$ cat src/rtl/biphase_pkg.sv
package biphase_pkg;
    typedef enum logic [1:0] {
        PH_IDLE  = 2'd0,
        PH_FIRST = 2'd1,
        PH_GAP   = 2'd2,
        PH_SECOND = 2'd3
    } phase_e;
endpackage

$ cat src/rtl/biphase_seq.sv
module biphase_seq
    import biphase_pkg::*;
#(
    parameter int DUR_W = 8,
    parameter int SEL_W = 2
) (
    input  logic             clk,
    input  logic             rst_n,
    input  logic             wake_i,
    input  logic             trig_i,
    input  logic [DUR_W-1:0] dur_i,
    input  logic [SEL_W-1:0] sel_i,
    input  logic             swap_i,
    output phase_e           phase_o,
    output logic [SEL_W-1:0] sel_o,
    output logic             swap_o
);
    typedef struct packed {
        phase_e             ph;
        logic [DUR_W-1:0]   cnt;
        logic [DUR_W-1:0]   dur;
        logic [SEL_W-1:0]   sel;
        logic               swap;
    } seq_t;

    seq_t st_d, st_q;
    logic at_limit;

    always_comb begin
        st_d     = st_q;
        at_limit = (st_q.cnt == st_q.dur);
        unique case (st_q.ph)
            PH_IDLE: begin
                if (trig_i) begin
                    st_d.ph   = PH_FIRST;
                    st_d.cnt  = '0;
                    st_d.dur  = dur_i;
                    st_d.sel  = sel_i;
                    st_d.swap = swap_i;
                end
            end
            PH_FIRST: begin
                if (at_limit) begin
                    st_d.ph  = PH_GAP;
                    st_d.cnt = '0;
                end else begin
                    st_d.cnt = st_q.cnt + 1'b1;
                end
            end
            PH_GAP: begin
                st_d.ph = PH_SECOND;
            end
            PH_SECOND: begin
                if (at_limit) begin
                    st_d.ph  = PH_IDLE;
                    st_d.cnt = '0;
                end else begin
                    st_d.cnt = st_q.cnt + 1'b1;
                end
            end
            default: st_d.ph = PH_IDLE;
        endcase
        if (!wake_i) begin
            st_d.ph  = PH_IDLE;
            st_d.cnt = '0;
        end
    end

    always_ff @(posedge clk or negedge rst_n) begin
        if (!rst_n) begin
            st_q <= '{ph: PH_IDLE, cnt: '0, dur: '0, sel: '0, swap: 1'b0};
        end else begin
            st_q <= st_d;
        end
    end

    assign phase_o = st_q.ph;
    assign sel_o   = st_q.sel;
    assign swap_o  = st_q.swap;
endmodule

$ cat src/rtl/biphase_route.sv
module biphase_route
    import biphase_pkg::*;
#(
    parameter int N_DRV = 4,
    parameter int SEL_W = 2
) (
    input  logic             clk,
    input  logic             rst_n,
    input  phase_e           phase_i,
    input  logic [SEL_W-1:0] sel_i,
    input  logic             swap_i,
    output logic [N_DRV-1:0] src_en_o,
    output logic [N_DRV-1:0] snk_en_o
);
    typedef struct packed {
        logic [N_DRV-1:0] src;
        logic [N_DRV-1:0] snk;
    } en_t;

    en_t en_d, en_q;
    logic [N_DRV-1:0] hit;
    logic pulse_on;
    logic use_src;

    for (genvar k = 0; k < N_DRV; k++) begin : g_hit
        assign hit[k] = (sel_i == SEL_W'(k));
    end

    always_comb begin
        pulse_on = (phase_i == PH_FIRST) || (phase_i == PH_SECOND);
        use_src  = (phase_i == PH_FIRST) ^ swap_i;
        en_d.src = (pulse_on && use_src)  ? hit : '0;
        en_d.snk = (pulse_on && !use_src) ? hit : '0;
    end

    always_ff @(posedge clk or negedge rst_n) begin
        if (!rst_n) begin
            en_q <= '0;
        end else begin
            en_q <= en_d;
        end
    end

    assign src_en_o = en_q.src;
    assign snk_en_o = en_q.snk;
endmodule

$ cat src/rtl/biphase_stim.sv
module biphase_stim
    import biphase_pkg::*;
#(
    parameter int DUR_W = 8,
    parameter int N_DRV = 4,
    localparam int SEL_W = (N_DRV > 1) ? $clog2(N_DRV) : 1
) (
    input  logic             clk,
    input  logic             rst_n,
    input  logic             wake_i,
    input  logic             trig_i,
    input  logic [DUR_W-1:0] dur_i,
    input  logic [SEL_W-1:0] sel_i,
    input  logic             swap_i,
    output logic [N_DRV-1:0] src_en_o,
    output logic [N_DRV-1:0] snk_en_o
);
    phase_e           phase;
    logic [SEL_W-1:0] sel_q;
    logic             swap_q;

    biphase_seq #(.DUR_W(DUR_W), .SEL_W(SEL_W)) u_seq (
        .clk    (clk),
        .rst_n  (rst_n),
        .wake_i (wake_i),
        .trig_i (trig_i),
        .dur_i  (dur_i),
        .sel_i  (sel_i),
        .swap_i (swap_i),
        .phase_o(phase),
        .sel_o  (sel_q),
        .swap_o (swap_q)
    );

    biphase_route #(.N_DRV(N_DRV), .SEL_W(SEL_W)) u_route (
        .clk     (clk),
        .rst_n   (rst_n),
        .phase_i (phase),
        .sel_i   (sel_q),
        .swap_i  (swap_q),
        .src_en_o(src_en_o),
        .snk_en_o(snk_en_o)
    );
endmodule

$ cat config.mk
export PLATFORM = sky130hd
export DESIGN_NAME = biphase_stim
export DESIGN_NICKNAME = d
export VERILOG_FILES = /design/src/rtl/biphase_pkg.sv /design/src/rtl/biphase_seq.sv /design/src/rtl/biphase_route.sv /design/src/rtl/biphase_stim.sv
export SDC_FILE = /design/constraint.sdc
export NUM_CORES = 1
export LEC_CHECK = 0
export BUFFER_PORTS_ARGS = -buffer_cell sky130_fd_sc_hd__buf_2
export CORE_ASPECT_RATIO = 1.25
export CORE_MARGIN = 5
export CORE_UTILIZATION = 37
export DETAILED_ROUTE_END_ITERATION = 6
export GPL_ROUTABILITY_DRIVEN = 0
export PLACE_DENSITY = 0.68
export SYNTH_ARGS = -nofsm -noshare
export SYNTH_HDL_FRONTEND = slang
export SYNTH_HIERARCHICAL = 1
export SYNTH_SLANG_ARGS = --single-unit
$ cat constraint.sdc
create_clock -name clk -period 1.71 [get_ports clk]
set_input_delay 0.342 -clock clk [delete_from_list [all_inputs] [get_ports clk]]
set_output_delay 0.342 -clock clk [all_outputs]
set_load 0.05 [all_outputs]
# [After elaboration in Yosys (flattened, before gate mapping)]
# Cells that the tools add are included.
[classes] n_addsub=1 n_mul=0 div_mod_pow=0 n_lt_le_gt_ge=0 n_eq_ne=11 n_shift=0 muxes=9 bitwise_logic=1 reduce_logical=10
[ops] cell="$mux W21" n=1
[ops] cell="$pmux W8 S2" n=1
[ops] cell="$mux W10" n=1
[ops] cell="$ne A3 B3 Y1 const B" n=3
[ops] cell="$add A8 B1 Y8 const B" n=1
[ops] cell="$eq A2 B2 Y1 const B" n=4
[ops] cell="$eq A8 B8 Y1" n=1
[ops] cell="$mux W4" n=2
[ops] cell="$mux W8" n=1
[ops] cell="$pmux W2 S4" n=1
[ops] cell="$eq A2 B1 Y1 const B" n=2
[ops] cell="$logic_not A2 Y1" n=2
[ops] cell="$mux W2" n=2
[ops] cell="$reduce_and A2 Y1" n=2
[ops] cell="$ne A3 B2 Y1 const B" n=1
[ops] cell="$reduce_and A3 Y1" n=1
[ops] cell="$logic_and A1 B1 Y1" n=2
[ops] cell="$reduce_or A2 Y1" n=1
[ops] cell="$logic_not A1 Y1" n=1
[ops] cell="$logic_or A1 B1 Y1" n=1
[ops] cell="$xor A1 B1 Y1" n=1
[totals] register_bits=29 latch_bits=0 ram_bits=0 mem_bits_ro=0 inputBits=15 out_inout_bits=8 word_cells=39 mem_count=0

# [Depth between registers and ports, before layout]
# Gate-level depths: netlist (run 1).
[logic_depth] word_depth=5 depth_mapped=6 ltp_nobuf=6

# [Modules after synthesis]
# Netlist (run 1), hierarchy kept.
[by_module_without_submodules] module="biphase_seq" instances=1 cells_each=99 area_per_inst_um2=1117.3 seq_area_each_um2=525.5
[by_module_without_submodules] module="biphase_route" instances=1 cells_each=22 area_per_inst_um2=275.3 seq_area_each_um2=200.2

# [Least setup slack after synthesis (run 1)]
# Ideal clock, no wire load.
[synth_path] kind="register to register" start="register u_seq.st_q, in the netlist u_seq/phase_o[0]" end="register u_seq.st_q, in the netlist u_seq/sel_o[0]" setup_time_ns=0.125 arrival_ns=1.501 t_required_ns=1.585 slack_ns=0.084 path_stages_with_launch=6 path_buffers=1 synth_period_minus_slack_ns=1.626 cell_sequence="dfrtp_1 > inv_1 > ha_1 > nand2_1 > clkbuf_1 > mux2_2"
[synth_between] elab_chain_cells=2
[synth_lines] element="from (decl)" line="biphase_seq.sv:26" rtl="seq_t st_d, st_q;"
[synth_lines] element="from (signal assigned)" line="biphase_seq.sv:71" rtl="st_q <= '{ph: PH_IDLE, cnt: '0, dur: '0, sel: '0, swap: 1'b0};"
[synth_lines] element="from (signal assigned)" line="biphase_seq.sv:73" rtl="st_q <= st_d;"
[synth_lines] element="$logic_not A2 Y1" line="biphase_seq.sv:32" rtl="unique case (st_q.ph)"
[synth_lines] element="$reduce_and A2 Y1 (no source line)"
# No other way between the ends.
# A chain may end at the register's enable or synchronous reset.

# [Worst setup path after layout (run 1)]
[layout_path] start="register u_seq.st_q, in the netlist u_seq/phase_o[1]" end="register u_seq/st_q[17] (netlist bit)"
[layout_between] elab_chain_cells=4 elab_cells_between_ends=9 cone_classes="eq/ne (4); mux (2); reduce/logical (3)"
[layout_lines] element="$eq A2 B2 Y1 / $eq A2 B1 Y1 (equally long branches)" line="biphase_seq.sv:32"
[layout_lines] element="$reduce_or A2 Y1 (no source line)"
[layout_lines] element="$pmux W8 S2 / $ne A3 B2 Y1 (equally long branches)"
[layout_lines] element="$mux W10 / $reduce_and A2 Y1 (equally long branches)"
# Several ways; a longest one is shown, not always the timed one.

==> impl_metrics.csv, run 1 <==
group,metric,value,unit
floorplanning,num_rows,25,
power_and_ir_drop,seqPwrFrac,0.408,
synthesis,avgSynthCellArea,11.5,um^2
detailed_routing,routed_wirelength,2.53,mm
placed_design,numPortBuffers,22,
floorplanning,start_util,0.374,
final_layout,fin_cells,189,
critical_path,path_class,"flip-flop to flip-flop",
status,status,"complete, no violations",
synthesis,netlist_top_cells_area,"dfrtp_1, mux2_2, xnor2_1",
power_and_ir_drop,total_power,2.60,mW
floorplanning,die_w,64.9,um
global_route,overflow,0,
global_route,grt_antenna_before_repair,0,
timing,rsz0062_at_grt,"no",
timing,finalCritPeriodShare,0.927,
detailed_routing,drt_iter0_drc,28,
detailed_routing,via_per_inst,5.09,
final_layout,antenna_cells,0,
power_and_ir_drop,clockPowerShare,0.230,
global_route,grt.total_usage,0.114,
cts,root_buffer,"clkbuf_8",
critical_path,start_kind,"flip-flop",
synthesis,synth_nets,141,
cts,cts_hold_buf,0,
global_route,grt_pass1_vias,964,
power_and_ir_drop,internal-power,1.69,mW
synthesis,synth-edff-count,0,
cts,cts.repair.resized,0,
final_layout,n_fill_cell,351,
synthesis,synth.distinct_cells,27,
timing,slew_viol_final,0,
cts,cts_tree,"done",
power_and_ir_drop,power_density,1560,mW/mm^2
global_route,grt_max_degree,30,
critical_path,reg2reg_slack,120,ps
synthesis,synth-seq-area-share,0.521,
final_layout,area_delta_synth_final,19.9,%
final_layout,drive_above_1_share,0.336,
floorplanning,die_y,78.6,um
timing,fmax,631,MHz
floorplanning,die-area,0.00510,mm^2
critical_path,cp_max_fo,6,
detailed_routing,drc,0,
synthesis,synth_area_leader_cell,"dfrtp_1",
timing,fin_skew,5.96,ps
min_path,hold_path.class,"input pin to asynchronous set/reset pin",
synthesis,synth_seq_cells,29,
timing,max_slew_margin,0.575,
power_and_ir_drop,net-switching-power,0.913,mW
critical_path,cp-end-kind,"flip-flop",
synthesis,synth_top_cell_area_share,0.521,
timing,hold-worst-slack,86.8,ps
critical_path,worstPathRequired,1860,ps
cts,cts_max_level,2,
synthesis,synthFlopType,"dfrtp_1",
power_and_ir_drop,ir_worst_vdd,0.000716,V
final_layout,multi_input_area,618,um^2
synthesis,synthArstFlopShare,1.00,
cts,cts_buffer_depth,2,
final_layout,num-nets-final,168,
cts,clock_latency,270,ps
floorplanning,core_area,0.00372,mm^2
placed_design,dp_hpwl,1.92,mm
flow_run,max-cap-violations,0,
timing,post-route-min-period,1590,ps
timing,setup_viol,0,
detailed_routing,avgRoutedWirePerCell,13.4,um
detailed_routing,vias,962,
detailed_routing,detail-route-antenna-nets,0,
cts,post_cts.repair.setup_buffers,0,
timing,worst_pin_slew,637,ps
cts,clk_pin_slew,60,ps
cts,cts_sinks,29,
synthesis,yosys_warnings,6,
floorplanning,io_pins,23,
critical_path,r2r_cells,6,
placed_design,dpl.cell_count,181,
timing,hold_violations,0,
power_and_ir_drop,leakagePower,0.764,nW
power_and_ir_drop,switching_share,0.351,
power_and_ir_drop,combPwrFrac,0.361,
cts,cts_buffers,5,
global_route,grt_pass1_wl,4.42,mm
detailed_routing,firstDrtPassIters,6,
timing,fin_setup_tns,0,ps
critical_path,crit_arrival,1740,ps
synthesis,synth_area,0.00139,mm^2
final_layout,register_area,728,um^2
synthesis,synth_cells,121,
[metrics by stage]
stage / utilization / setup slack, ps / area, um^2
floorplan: - / 84.4 / 1390
global placement: 0.416 / 143 / 1550
detailed placement: 0.416 / 76.8 / 1550
CTS: 0.444 / 63.2 / 1650
global route: 0.448 / 0.230 / 1670
finish: 0.448 / 124 / 1670
[logic make-up (layout without fill, tap and decap cells)]
kind of cell / after synthesis / count (layout) / synth area share
compound gates: 18 / 18 / 0.0979
xor+xnor: 10 / 10 / 0.0629
fa+ha+maj: 5 / 5 / 0.0449
buf+inv: 10 / 38 / 0.0431
flops: 29 / 29 / 0.521
mux: 11 / 11 / 0.0889
simple gates: 38 / 38 / 0.141
[power groups by stage]
stage               Sequential (mW)  Combinational, mW  Clock, mW
finish                         1.06              0.940      0.600
global route                   1.10               1.04      0.654
CTS                            1.06              0.926      0.625
detailed placement             1.08              0.920          0
global placement               1.06              0.890          0
floorplan                      1.14              0.661          0
[synth_stat cells, drive strengths merged, types with 2 or more instances]
cell     instances
and3             3
buf              5
dfrtp           29
ha               5
inv              4
mux2            11
nand2           11
nand2b           6
nand3            4
nand4            2
nor2             6
nor3             2
o21ai            7
o2bb2a           2
o2bb2ai          4
o31ai            2
or3b             2
xnor2            9
[state kept, by name (all words and copies together), names as in the netlist]
name and count:
u_seq/swap_o 1, u_seq/phase_o 2, u_route/src_en_o 4, u_route/snk_en_o 4
u_seq/st_q 16, u_seq/sel_o 2
[per-layer routing]
layer,GRT usage,routed length [um]
met1,0.142,1130
met2,0.179,1250
met3,0.0300,83
met4,0.0571,68
met5,0,0
[layout by cell type, fill, tap and decap left out, types with 5 or more instances in the layout]
master    instances
mux2_2           11
o21ai_0           7
nand2b_1          5
buf_2            22
xnor2_1           9
clkbuf_8          7
nand2_1          11
dfrtp_1          27
ha_1              5
nor2_1            6
[worst max-delay path, cell delays in order (launching register included)]
cell and delay (ps):
dfrtp_1 460, inv_1 100, ha_1 220, nand2b_1 160
and3_1 230, o2bb2a_1 240, o31ai_1 60
[worst paths after layout]
kind / startpoint / end
worst min-delay path: rst_n / u_seq/st_q[15]$_DFFE_PN0P_
worst min register to register: u_seq/st_q[8]$_DFFE_PN0P_ / u_seq/st_q[8]$_DFFE_PN0P_
max in group asynchronous: rst_n / u_seq/phase_o[0]$_DFFE_PN0P_
worst max register to register: u_seq/phase_o[1]$_DFFE_PN0P_ / u_seq/st_q[17]$_DFFE_PN0P_
min in group clk: dur_i[0] / u_seq/st_q[3]$_DFFE_PN0P_
worst max-delay path: u_seq/phase_o[1]$_DFFE_PN0P_ / u_seq/st_q[17]$_DFFE_PN0P_
[cell type report]
class / instances / share of cell area
Clock inverter: 1 / 0.00300
Multi-Input combinational cell: 82 / 0.370
Inverter: 4 / 0.00900
Tap cell: 40 / 0.0300
Timing Repair Buffer: 26 / 0.0937
Clock buffer: 7 / 0.0577
Sequential cell: 29 / 0.436
(Power assumes the default switching activity.)
==> inputs of run 2 (changes only) <==
REMOVE_ABC_BUFFERS = 1   (was unset)
==> run 2 against run 1 <==
Against the previous run:
- clock power rose by 2%
- fmax fell by 1.3%
- die area did not move
- largest cell class unchanged
- sequential power barely moved
- register-to-register slack got worse by 20 ps
- largest power group unchanged
- routed wire length rose by 4.7%
- highest routed layer unchanged
- worst hold slack got worse by 14 ps
==> impl_metrics.csv, run 2 (same netlist as run 1, synthesis figures left out) <==
group,metric,value,unit
timing,hold-worst-slack,72.4,ps
global_route,grt.total_usage,0.116,
detailed_routing,routed_wirelength,2.65,mm
status,status,"complete, no violations",
final_layout,final_common_cell,"dfrtp_1",
critical_path,cp-end-kind,"flip-flop",
floorplanning,die_w,64.9,um
floorplanning,die-area,0.00510,mm^2
final_layout,top_register,"u_seq/st_q",
cts,root_buffer,"clkbuf_8",
cts,cts_sinks,29,
placed_design,numPortBuffers,22,
cts,cts_max_level,2,
power_and_ir_drop,total_power,2.67,mW
final_layout,largest_reg_flops,16,
timing,fmax,623,MHz
critical_path,worstPathRequired,1890,ps
detailed_routing,drt_iter0_drc,34,
min_path,hold_path.class,"input pin to asynchronous set/reset pin",
placed_design,dp_hpwl,1.97,mm
critical_path,cp_max_fo,8,
critical_path,crit_arrival,1790,ps
detailed_routing,drc,0,
final_layout,antenna_cells,0,
detailed_routing,via_per_inst,5.06,
power_and_ir_drop,ir_worst_vdd,0.000578,V
timing,max_slew_margin,0.587,
floorplanning,core_area,0.00372,mm^2
detailed_routing,detail-route-antenna-nets,0,
global_route,grt_pass1_wl,4.47,mm
critical_path,path_class,"flip-flop to flip-flop",
timing,post-route-min-period,1610,ps
final_layout,mostFrequentLayoutCells,"dfrtp_1, buf_2, nand2_1, mux2_2",
cts,clk_pin_slew,60,ps
power_and_ir_drop,power_density,1560,mW/mm^2
detailed_routing,avgRoutedWirePerCell,13.6,um
global_route,grt_pass1_vias,1021,
timing,worst_pin_slew,620,ps
power_and_ir_drop,leakagePower,0.787,nW
final_layout,register_area,728,um^2
timing,setup_viol,0,
timing,slew_viol_final,0,
floorplanning,num_rows,25,
final_layout,area_delta_synth_final,22.7,%
final_layout,postLayoutCoreUtil,0.459,
cts,clock_latency,280,ps
cts,cts_buffer_depth,2,
final_layout,drive_above_1_share,0.377,
final_layout,num-nets-final,173,
floorplanning,start_util,0.374,
final_layout,n_fill_cell,350,
cts,cts_tree,"done",
global_route,grt_max_degree,30,
global_route,overflow,0,
detailed_routing,vias,981,
timing,hold_violations,0,
timing,finalCritPeriodShare,0.939,
floorplanning,die_y,78.6,um
timing,fin_setup_tns,0,ps
placed_design,post-place-ws,67.6,ps
detailed_routing,firstDrtPassIters,4,
critical_path,start_kind,"flip-flop",
final_layout,multi_input_area,633,um^2
cts,cts_hold_buf,0,
timing,finalWorstSetupSlack,104,ps
floorplanning,io_pins,23,
cts,cts_buffers,5,
timing,fin_skew,5.40,ps
flow_run,max-cap-violations,0,
global_route,grt_antenna_before_repair,0,
[run 2: power breakdown]
group	internal (mW)	switching [mW]
Combinational	0.467	0.535
Clock	0.363	0.248
Sequential	0.891	0.165
Total	1.72	0.947
[run 2: layout make-up]
class                   count  area share
inverters                   4     0.00878
flip-flops and latches     29       0.426
multi-input cells          82       0.370
well taps                  40      0.0293
repair buffers             31       0.106
clock buffers               7      0.0564
clock inverters             1     0.00293
[run 2: worst max-delay path, stage by stage, from the launching register on]
cell and delay, ps:
dfrtp_2 450, inv_1 140, ha_2 220, nand2b_1 130, and3_1 250, o2bb2a_1 240
o31ai_1 70
[run 2: timing repair]
item,CTS,global route
endpoints found under the setup margin,0,5
gates resized for setup,0,7
setup buffers,0,1
[run 2: per-layer routing]
metal | share of wire | vias to the layer above | GRT usage | wire length, um
met1 | 0.40 | 468 | 0.123 | 1050
met3 | 0.070 | 4 | 0.0501 | 186
met2 | 0.52 | 29 | 0.202 | 1370
li1 | - | 480 | - | -
met4 | 0.014 | 0 | 0.0444 | 38
met5 | 0 | - | 0 | 0
[run 2: path summary, 6_finish.rpt]
path	start	to	slack (ps)	depth (start not counted)
setup / recovery	u_seq/phase_o[0]$_DFFE_PN0P_	u_seq/st_q[17]$_DFFE_PN0P_	100	6
hold / removal	rst_n	u_route/src_en_o[0]$_DFF_PN0_	70	1
setup reg to reg	u_seq/phase_o[0]$_DFFE_PN0P_	u_seq/st_q[17]$_DFFE_PN0P_	100	6
hold reg to reg	u_seq/st_q[17]$_DFFE_PN0P_	u_seq/st_q[17]$_DFFE_PN0P_	520	1
max in group asynchronous	rst_n	u_seq/st_q[17]$_DFFE_PN0P_	1190	1
min in group clk	sel_i[0]	u_seq/sel_o[0]$_DFFE_PN0P_	290	2
[run 2: per-stage QoR]
stage | std cells | cell area, um^2
after floorplan | 115 | 1350
after global placement | 185 | 1570
after detailed placement | 185 | 1570
after CTS | 193 | 1670
after global routing | 194 | 1710
final | 194 | 1710
==> inputs of run 3 (changes only) <==
CORE_MARGIN = 3   (was 5)
MAX_ROUTING_LAYER = met4   (was unset)
clock period = 1.4 ns   (was 1.71 ns; I/O delays follow)
==> run 3 against run 2 <==
Against the previous run:
- the run now ends with setup timing left
- clock skew grew 5.0 ps
- worst setup slack got worse by 250 ps
- die area is 11% lower
- sequential power is 21% higher
==> impl_metrics.csv, run 3 (same netlist as run 1, synthesis figures left out) <==
group,metric,value,unit
status,status,"finished, violations left",
status,violations,"setup timing",
final_layout,n_fill_cell,302,
critical_path,crit_arrival,1730,ps
detailed_routing,detail-route-antenna-nets,0,
critical_path,slowest_delay,440,ps
timing,rsz0062_at_grt,"yes",
timing,max_slew_margin,0.587,
final_layout,top_register,"u_seq/st_q",
power_and_ir_drop,power_density,1990,mW/mm^2
detailed_routing,vias,1064,
timing,post-route-min-period,1550,ps
final_layout,area_delta_synth_final,39.3,%
final_layout,postLayoutCoreUtil,0.547,
cts,clk_pin_slew,70,ps
floorplanning,io_pins,23,
cts,cts_max_level,2,
power_and_ir_drop,leakagePower,0.920,nW
timing,fmax,646,MHz
global_route,grt_pass1_wl,4.75,mm
placed_design,numPortBuffers,22,
timing,worst_pin_slew,620,ps
timing,hold-worst-slack,7.21,ps
placed_design,dp_hpwl,2.20,mm
timing,finalWorstSetupSlack,-148,ps
timing,finalCritPeriodShare,1.11,
cts,cts_tree,"done",
critical_path,r2r_cells,6,
timing,fin_setup_tns,-1030,ps
detailed_routing,avgRoutedWirePerCell,13.8,um
critical_path,cp_max_fo,4,
critical_path,path_class,"flip-flop to flip-flop",
detailed_routing,firstDrtPassIters,2,
critical_path,worstPathCellList,"xnor2_2 -> nand4_1 -> o221ai_2 -> buf_4 -> or3b_1 -> o311ai_1",
floorplanning,core_area,0.00354,mm^2
final_layout,final_common_cell,"dfrtp_1",
min_path,hold_path.class,"input pin to asynchronous set/reset pin",
final_layout,largest_reg_flops,16,
final_layout,num-nets-final,191,
flow_run,max-cap-violations,0,
floorplanning,die_w,60.9,um
global_route,grt.total_usage,0.149,
detailed_routing,drc,0,
floorplanning,die-area,0.00454,mm^2
timing,setup_viol,10,
global_route,overflow,0,
global_route,grt_max_degree,30,
global_route,grt_pass1_vias,1146,
critical_path,start_kind,"flip-flop",
final_layout,mostFrequentLayoutCells,"dfrtp_1, buf_4, buf_2",
detailed_routing,drt_iter0_drc,10,
critical_path,cp-end-kind,"flip-flop",
floorplanning,die_y,74.6,um
critical_path,worstPathRequired,1580,ps
critical_path,cp_slowest_cell,"dfrtp_2",
timing,fin_skew,10.4,ps
final_layout,drive_above_1_share,0.500,
power_and_ir_drop,total_power,3.85,mW
cts,clock_latency,280,ps
cts,cts_sinks,29,
cts,cts_buffers,5,
floorplanning,num_rows,24,
final_layout,antenna_cells,0,
detailed_routing,routed_wirelength,2.91,mm
timing,slew_viol_final,0,
cts,root_buffer,"clkbuf_8",
floorplanning,start_util,0.393,
cts,cts_buffer_depth,2,
power_and_ir_drop,ir_worst_vdd,0.00103,V
detailed_routing,via_per_inst,5.04,
placed_design,post-place-ws,-164,ps
timing,hold_violations,0,
cts,cts_hold_buf,0,
global_route,grt_antenna_before_repair,0,
==> run 3: cell count changes in the layout (fill, tap and decap cells not counted), sizes merged <==
cell / previous run / this run
clkbuf: 7 / 5
buf: 31 / 49
bufinv: 0 / 2
==> run 3: layout make-up <==
type / instances / area, um^2 / share of cell area
flip-flops and latches: 29 / 727 / 0.375
multi-input cells: 82 / 694 / 0.358
repair buffers: 49 / 320 / 0.165
clock buffers: 5 / 68.8 / 0.0355
clock inverters: 3 / 65.1 / 0.0335
well taps: 39 / 48.8 / 0.0252
inverters: 4 / 15.0 / 0.00774
==> run 3: worst max-delay path: cells and delay by family, from the launching register on <==
| family | cells | cell delay [ps] |
|---|---|---|
| buffers and inverters | 1 | 160 |
| AOI/OAI and AO/OA | 2 | 230 |
| xor gates and xnor gates | 1 | 150 |
| DFF | 1 | 440 |
| and+or+nand+nor | 2 | 480 |
==> run 3: layer usage <==
| layer | track usage | wire [um] |
|---|---|---|
| met5 | - | 0 |
| met1 | 0.150 | 1120 |
| met3 | 0.0573 | 150 |
| met4 | 0.0554 | 44 |
| met2 | 0.257 | 1600 |
==> run 3: worst paths after layout <==
kind	start	end	slack [ps]
worst min-delay path	rst_n	u_route/src_en_o[3]$_DFF_PN0_	7
worst max register to register	u_seq/st_q[12]$_DFFE_PN0P_	u_seq/st_q[18]$_DFFE_PN0P_	-150
worst max-delay path	u_seq/st_q[12]$_DFFE_PN0P_	u_seq/st_q[18]$_DFFE_PN0P_	-150
max in group asynchronous	rst_n	u_seq/st_q[12]$_DFFE_PN0P_	950
worst min register to register	u_seq/st_q[8]$_DFFE_PN0P_	u_seq/st_q[8]$_DFFE_PN0P_	530
min in group clk	sel_i[1]	u_seq/sel_o[1]$_DFFE_PN0P_	230
==> run 3: power by group <==
group / total (mW) / internal [mW] / leakage, nW / switching, mW
clock network: 1.03 / 0.706 / 0.0681 / 0.319
registers: 1.28 / 1.09 / 0.375 / 0.197
logic: 1.54 / 0.779 / 0.477 / 0.765
==> run 3: metrics by stage <==
step                      std cells  cell area (um^2)
after floorplan                 115              1350
after CTS                       210              1870
after detailed placement        197              1660
after global placement          197              1660
final                           211              1940
after global routing            211              1940
==> run 3: repair_timing <==
action | in CTS | in global routing
endpoints found under the setup margin | 21 | 21
pin swaps | 6 | 9
buffers inserted | 5 | 1
gates resized for setup | 11 | 15
